`src/rtl/modp_pkg.sv`:
```
package modp_pkg;
  // Field width and the prime 2^256 - 2^32 - 977 derived from it.
  localparam int FIELD_W = 256;
  localparam logic [FIELD_W-1:0] FIELD_P = ~FIELD_W'(0) - FIELD_W'(64'h1_0000_03D0);
endpackage

```
`src/rtl/ha_cell.sv`:
```
module ha_cell (
  input  logic x,
  input  logic y,
  output logic s,
  output logic c
);
  // One XOR, one AND.
  assign s = x ^ y;
  assign c = x & y;
endmodule

```
`src/rtl/fa_cell.sv`:
```
module fa_cell (
  input  logic x,
  input  logic y,
  input  logic ci,
  output logic s,
  output logic co
);
  logic p_xy;
  logic g_xy;
  logic g_pc;
  // Two XOR, two AND, one OR.
  assign p_xy = x ^ y;
  assign s    = p_xy ^ ci;
  assign g_xy = x & y;
  assign g_pc = p_xy & ci;
  assign co   = g_xy | g_pc;
endmodule

```
`src/rtl/ripple_chain.sv`:
```
module ripple_chain #(
  parameter int N = 8
) (
  input  logic [N-1:0] x,
  input  logic [N-1:0] y,
  input  logic         cin,
  output logic [N-1:0] sum,
  output logic         cout
);
  logic [N:0] cy;
  assign cy[0] = cin;

  for (genvar i = 0; i < N; i++) begin : g_cell
    fa_cell u_fa (
      .x  (x[i]),
      .y  (y[i]),
      .ci (cy[i]),
      .s  (sum[i]),
      .co (cy[i+1])
    );
  end

  assign cout = cy[N];
endmodule

```
`src/rtl/gate_mux2.sv`:
```
module gate_mux2 #(
  parameter int N = 8
) (
  input  logic         sel,
  input  logic [N-1:0] d1,
  input  logic [N-1:0] d0,
  output logic [N-1:0] q
);
  logic sel_n;
  assign sel_n = ~sel;

  for (genvar i = 0; i < N; i++) begin : g_bit
    logic t1;
    logic t0;
    assign t1   = d1[i] & sel;
    assign t0   = d0[i] & sel_n;
    assign q[i] = t1 | t0;
  end
endmodule

```
`src/rtl/modp_addsub.sv`:
```
module modp_addsub #(
  parameter int             W     = modp_pkg::FIELD_W,
  parameter logic [W-1:0]   PRIME = modp_pkg::FIELD_P
) (
  input  logic         op_sub_i,
  input  logic [W-1:0] a_i,
  input  logic [W-1:0] b_i,
  output logic [W-1:0] res_o
);
  localparam logic [W-1:0] PRIME_N = ~PRIME;

  // ---------------- addition path: s = a + b, t = s - p ----------------
  logic [W-1:0] s_val;
  logic         s_c0;
  logic         s_cout;

  ha_cell u_s_ha (
    .x (a_i[0]),
    .y (b_i[0]),
    .s (s_val[0]),
    .c (s_c0)
  );

  ripple_chain #(.N(W-1)) u_s_chain (
    .x    (a_i[W-1:1]),
    .y    (b_i[W-1:1]),
    .cin  (s_c0),
    .sum  (s_val[W-1:1]),
    .cout (s_cout)
  );

  logic [W-1:0] t_val;
  logic         t_cout;

  ripple_chain #(.N(W)) u_t_chain (
    .x    (s_val),
    .y    (PRIME_N),
    .cin  (1'b1),
    .sum  (t_val),
    .cout (t_cout)
  );

  // 257-bit no-borrow: bit W of ~p is 1, so carry out = s_cout | t_cout.
  logic add_ge_p;
  assign add_ge_p = s_cout | t_cout;

  logic [W-1:0] add_res;
  gate_mux2 #(.N(W)) u_add_sel (
    .sel (add_ge_p),
    .d1  (t_val),
    .d0  (s_val),
    .q   (add_res)
  );

  // ---------------- subtraction path: d = a - b, e = d + p ----------------
  logic [W-1:0] b_inv;
  assign b_inv = ~b_i;

  logic [W-1:0] d_val;
  logic         d_cout;

  ripple_chain #(.N(W)) u_d_chain (
    .x    (a_i),
    .y    (b_inv),
    .cin  (1'b1),
    .sum  (d_val),
    .cout (d_cout)
  );

  logic [W-1:0] e_val;
  logic         e_c0;
  logic         e_cout;

  ha_cell u_e_ha (
    .x (d_val[0]),
    .y (PRIME[0]),
    .s (e_val[0]),
    .c (e_c0)
  );

  ripple_chain #(.N(W-1)) u_e_chain (
    .x    (d_val[W-1:1]),
    .y    (PRIME[W-1:1]),
    .cin  (e_c0),
    .sum  (e_val[W-1:1]),
    .cout (e_cout)
  );

  // Borrow occurred (no carry from d); the wrap of e confirms the correction.
  logic d_borrow;
  logic sub_fix;
  assign d_borrow = ~d_cout;
  assign sub_fix  = d_borrow & e_cout;

  logic [W-1:0] sub_res;
  gate_mux2 #(.N(W)) u_sub_sel (
    .sel (sub_fix),
    .d1  (e_val),
    .d0  (d_val),
    .q   (sub_res)
  );

  // ---------------- operation select ----------------
  gate_mux2 #(.N(W)) u_op_sel (
    .sel (op_sub_i),
    .d1  (sub_res),
    .d0  (add_res),
    .q   (res_o)
  );
endmodule

```
`config.mk`:
```
export PLATFORM = sky130hd
export DESIGN_NAME = modp_addsub
export DESIGN_NICKNAME = d
export VERILOG_FILES = /design/src/rtl/modp_pkg.sv /design/src/rtl/ha_cell.sv /design/src/rtl/fa_cell.sv /design/src/rtl/ripple_chain.sv /design/src/rtl/gate_mux2.sv /design/src/rtl/modp_addsub.sv
export SDC_FILE = /design/constraint.sdc
export NUM_CORES = 2
export LEC_CHECK = 0
export BUFFER_PORTS_ARGS = -buffer_cell sky130_fd_sc_hd__clkbuf_2
export CORE_ASPECT_RATIO = 0.6
export CORE_MARGIN = 2
export CORE_UTILIZATION = 25
export DETAILED_ROUTE_END_ITERATION = 10
export MAX_ROUTING_LAYER = met4
export SLEW_MARGIN = 30
export SYNTH_ARGS = -nofsm -noshare
export SYNTH_HDL_FRONTEND = slang
export SYNTH_SLANG_ARGS = --single-unit
export TNS_END_PERCENT = 10
```
`constraint.sdc`:
```
create_clock -name vclk -period 169.5
set_input_delay 16.95 -clock vclk [all_inputs]
set_output_delay 16.95 -clock vclk [all_outputs]
set_load 0.1 [all_outputs]
```
== Word-level counts from Yosys, hierarchy flattened ==
Index checks and enable logic that the tools add are counted.
W data, S select, Z words.
Storage, ports and cells
  register bits after elaboration: 0
  bits in read-only memories: 0
  bits in writable memories: 0
  memories: 0
  output and inout bits: 256
  logic and storage cells: 6398
  input port bits: 513
  bits in latches: 0
Cells by class
  muxes and demuxes: 0
  multipliers: 0
  equal/unequal tests: 0
  order comparisons: 0
  bitwise operators: 6398
  reduce and logical (&&, ||, !) cells: 0
  add/subtract/negate cells: 0
  shift operators: 0
  divide/modulo/power cells: 0
Operator list (number)
  $and A1 B1 Y1: 3069
  $or A1 B1 Y1: 1535
  $xor A1 B1 Y1: 1532
  $not A1 Y1: 261
  $not A256 Y256: 1

== Longest topological paths before layout ==
  word-level depth: 521
  depth in mapped cells: 272
  mapped depth without buffers: 269

== Modules after synthesis ==
Synthesis repeated with hierarchy kept, for this count alone.
Unflattened totals
  cell total of the unflattened synthesis: 2136
  area total of the unflattened synthesis: 31029.8 um^2
Modules (own cells, without submodules)
  fa_cell: cells an instance 1, instances 1022, area an instance 20.0 um^2, sequential area each 0.0 um^2
  gate_mux2: cells an instance 284, instances 3, area an instance 3188.1 um^2, sequential area each 0.0 um^2
  modp_addsub: cells an instance 260, instances 1, area an instance 980.9 um^2, sequential area each 0.0 um^2
  ha_cell: cells an instance 1, instances 2, area an instance 12.5 um^2, sequential area each 0.0 um^2

== Worst setup path before layout ==
Ideal clock, no wire load.
  path kind: input-to-output
  start: in a_i[0]
  end: out res_o[218]
  slack: 36.191 ns
  data arrival time: 116.359 ns
  stages on the path: 267
  path buffers: 3
  data required time: 152.550 ns
  path through: inv_1 ha_1 inv_1 fa_1 fa_1 fa_1 fa_1 fa_1 fa_1 fa_1 fa_1 inv_1 fa_1 inv_1 fa_1 fa_1 fa_1 fa_1 [231 not listed] fa_1 fa_1 fa_1 fa_1 fa_1 fa_1 inv_1 fa_1 fa_1 ha_1 ha_1 ha_1 ha_1 nand2b_1 buf_2 buf_4 clkbuf_1 a311oi_1
RTL lines
  start: declaration: RTL line modp_addsub.sv:6  | input logic [W-1:0] a_i,
  end: declaration: RTL line modp_addsub.sv:8  | output logic [W-1:0] res_o

==> metrics.txt <==
status=finished clean; Reg power frac=0%; Routed WL per cell=19.4 um; Hold Crit Depth=5; # DRC=0; buffers added on ports=around 770; Post-Syn Nets=4969; Final Max Tran Viols=0; Least-Margin Pin Slew=937 ps; first-pass GRT wire length=161 mm; Yosys warnings=0; Rows=96; initial antenna violation count=42; Most common cell on crit path=fa_1; post-CTS sizing=0; core area=~110000 um^2; setup bufs post-CTS=0; layout sequential cell count=0; layout cells sized above 1=21.2%; synthesized cell area=29000 um^2; power share of the combinational group=between 90% and 100%; number of fill cells=12300; worst setup margin=~29000 ps; final wirelength=about 110 mm; GP Congestion=slightly above 0.9; Reg area=0 um^2; setup TNS=0 ps; Placement Setup Slack=29490 ps; final-stage net count=5553; post-synth top area cell=fa_1; Starting Density=25.3%; Tmin final=approximately 140000 ps; part of the power in the clock network=0%; DRT Pass-1 Iters=5; via count of the first global-routing pass=26500; Post-DRT Antenna Nets=0; pin count of the biggest net entering global routing=144; routed via count=26000; Post-Syn Instances=about 3400; Hold Fails Final Rpt=0; RSZ-0062 raised after global routing=false; slowest cell on the critical path=fa_4; Final Setup Violations=0; fin cells=5563; die area=between 100000 and 150000 um^2; Die X=444 um; highest clock rate=7.14 MHz; Internal Power=between 0.06 and 0.07 mW; Hold Startpoint=b_i[0]; Switch Pwr=0.188 mW; Avg Cell Area, Syn=8.45 um^2; 1st-iter DRT viols=1436; hpwl dp=between 90 and 100 mm; pwr dens=7.34 nW/um^2; top cells by area, synth=fa_1 (35%), ha_1 (22%), inv_1 (13%); Die Y=around 270 um; max_cap viols=0; CP Launch Type=input port; Seq/Total Area, Yosys=0%; crit end category=output port; clkbuf count=0; CP Launch Point=a_i[0]; critical path peak fanout=56; sw frac=~75%; Placed Cells=around 5500; critical path's largest stage delay=650 ps; Overflow after GRT=0; synth unique cells=24; total leakage power=19.1 nW; crit path DAT=123070 ps; vias per inst=4.67; share of the synthesized area in the top cell type=between 30% and 40%; Setup CP Type=input port to output port; final worst-path cycle share=82.6%; Max-slew headroom=~38%; worst vdd ir=a little under 0.000007 V; area grow syn2layout=17.7%; Hold Buf Count CTS=0; io pins=769; Hold WC Path Type=input port to output port; Worst EP required=about 150000 ps; All-Layer GR Usage=18.1%
-- layer usage --
metal / global-route usage (%) / vias to the layer above / share of wire (%)
met2: 29.4 / 845 / 48
met5: - / - / 0
met1: 23.2 / 12700 / 43
li1: - / 12300 / -
met4: 7.68 / 0 / 4.4
met3: 1.74 / 146 / 4.7
-- worst paths after layout --
path / endpoint
worst max-delay path: res_o[229]
worst min-delay path: res_o[0]
-- synthesized netlist by cell type --
library cell,instances
mux2_2,50
a21oi_1,215
fa_1,510
clkbuf_1,118
mux2i_1,34
nand2b_1,1
nor2b_1,1
ha_1,512
xnor2_1,1
o211ai_1,174
nor3_1,242
mux2_4,4
buf_4,3
nand3b_1,174
o21ai_0,176
a311oi_1,27
buf_6,10
buf_2,73
mux2_1,1
or2_1,1
inv_1,1016
buf_1,5
and3_1,27
a211oi_1,59
-- area by class of cell --
class / instances / area, um^2 / share of cell area [%]
antenna: 28 / 70.1 / 0.205
timing repair buffer: 791 / 4070 / 11.9
multi-input combinational: 2209 / 24300 / 71.2
inverter: 1016 / 3810 / 11.2
tap: 1519 / 1900 / 5.56
-- stage by stage --
step	hold slack, ps	power, mW	cell area [um^2]	utilization (%)
CTS	34760	0.252	34100	29.7
finish	34750	0.251	34200	29.8
global route	34800	0.271	34100	29.8
detailed placement	34740	0.251	34100	29.7
floorplan	34600	0.194	29000	-
global placement	34750	0.247	34100	29.7
-- power groups by stage --
| stage | clock, mW | combinational (mW) | sequential [mW] |
|---|---|---|---|
| 6_report | 0.0000000225 | 0.251 | 0 |
| 5_1_grt | 0.0000000193 | 0.271 | 0 |
| 4_1_cts | 0 | 0.252 | 0 |
| 3_5_place_dp | 0 | 0.251 | 0 |
| 3_3_place_gp | 0 | 0.247 | 0 |
| 2_1_floorplan | 0 | 0.194 | 0 |
-- cell usage in the layout (no fill, tap or decap), types with 50 or more instances in the layout --
master / Yosys / routed
a211oi_1: 59 / 59
a21oi_1: 215 / 215
clkbuf_2: 0 / 768
fa_1: 510 / 508
ha_1: 512 / 510
inv_1: 1016 / 1016
mux2_2: 50 / 50
nand3b_1: 174 / 174
nor3_1: 242 / 242
o211ai_1: 174 / 174
o21ai_0: 176 / 176
-- critical path: cells and delay by family --
family                   cells  cell delay [ps]
multiplexers                 1              400
buffers and inverters       10             2360
AO/OA/AOI/OAI                1              400
adder cells (fa/ha/maj)    257           102640
AND/OR/NAND/NOR              1              170
-- kinds of logic (layout without fill, tap and decap cells) --
logic type               Yosys count  in the layout  synth area share, %
AO/OA/AOI/OAI                    651            651                 13.6
XOR/XNOR                           1              1               0.0302
adder cells (fa/ha/maj)         1022           1022                 57.3
buffers and inverters           1225           1807                 16.5
multiplexers                      89             89                 3.36
other                              0             28                    0
AND/OR/NAND/NOR                  446            446                 9.32
Power figures use the tool's default switching activity.
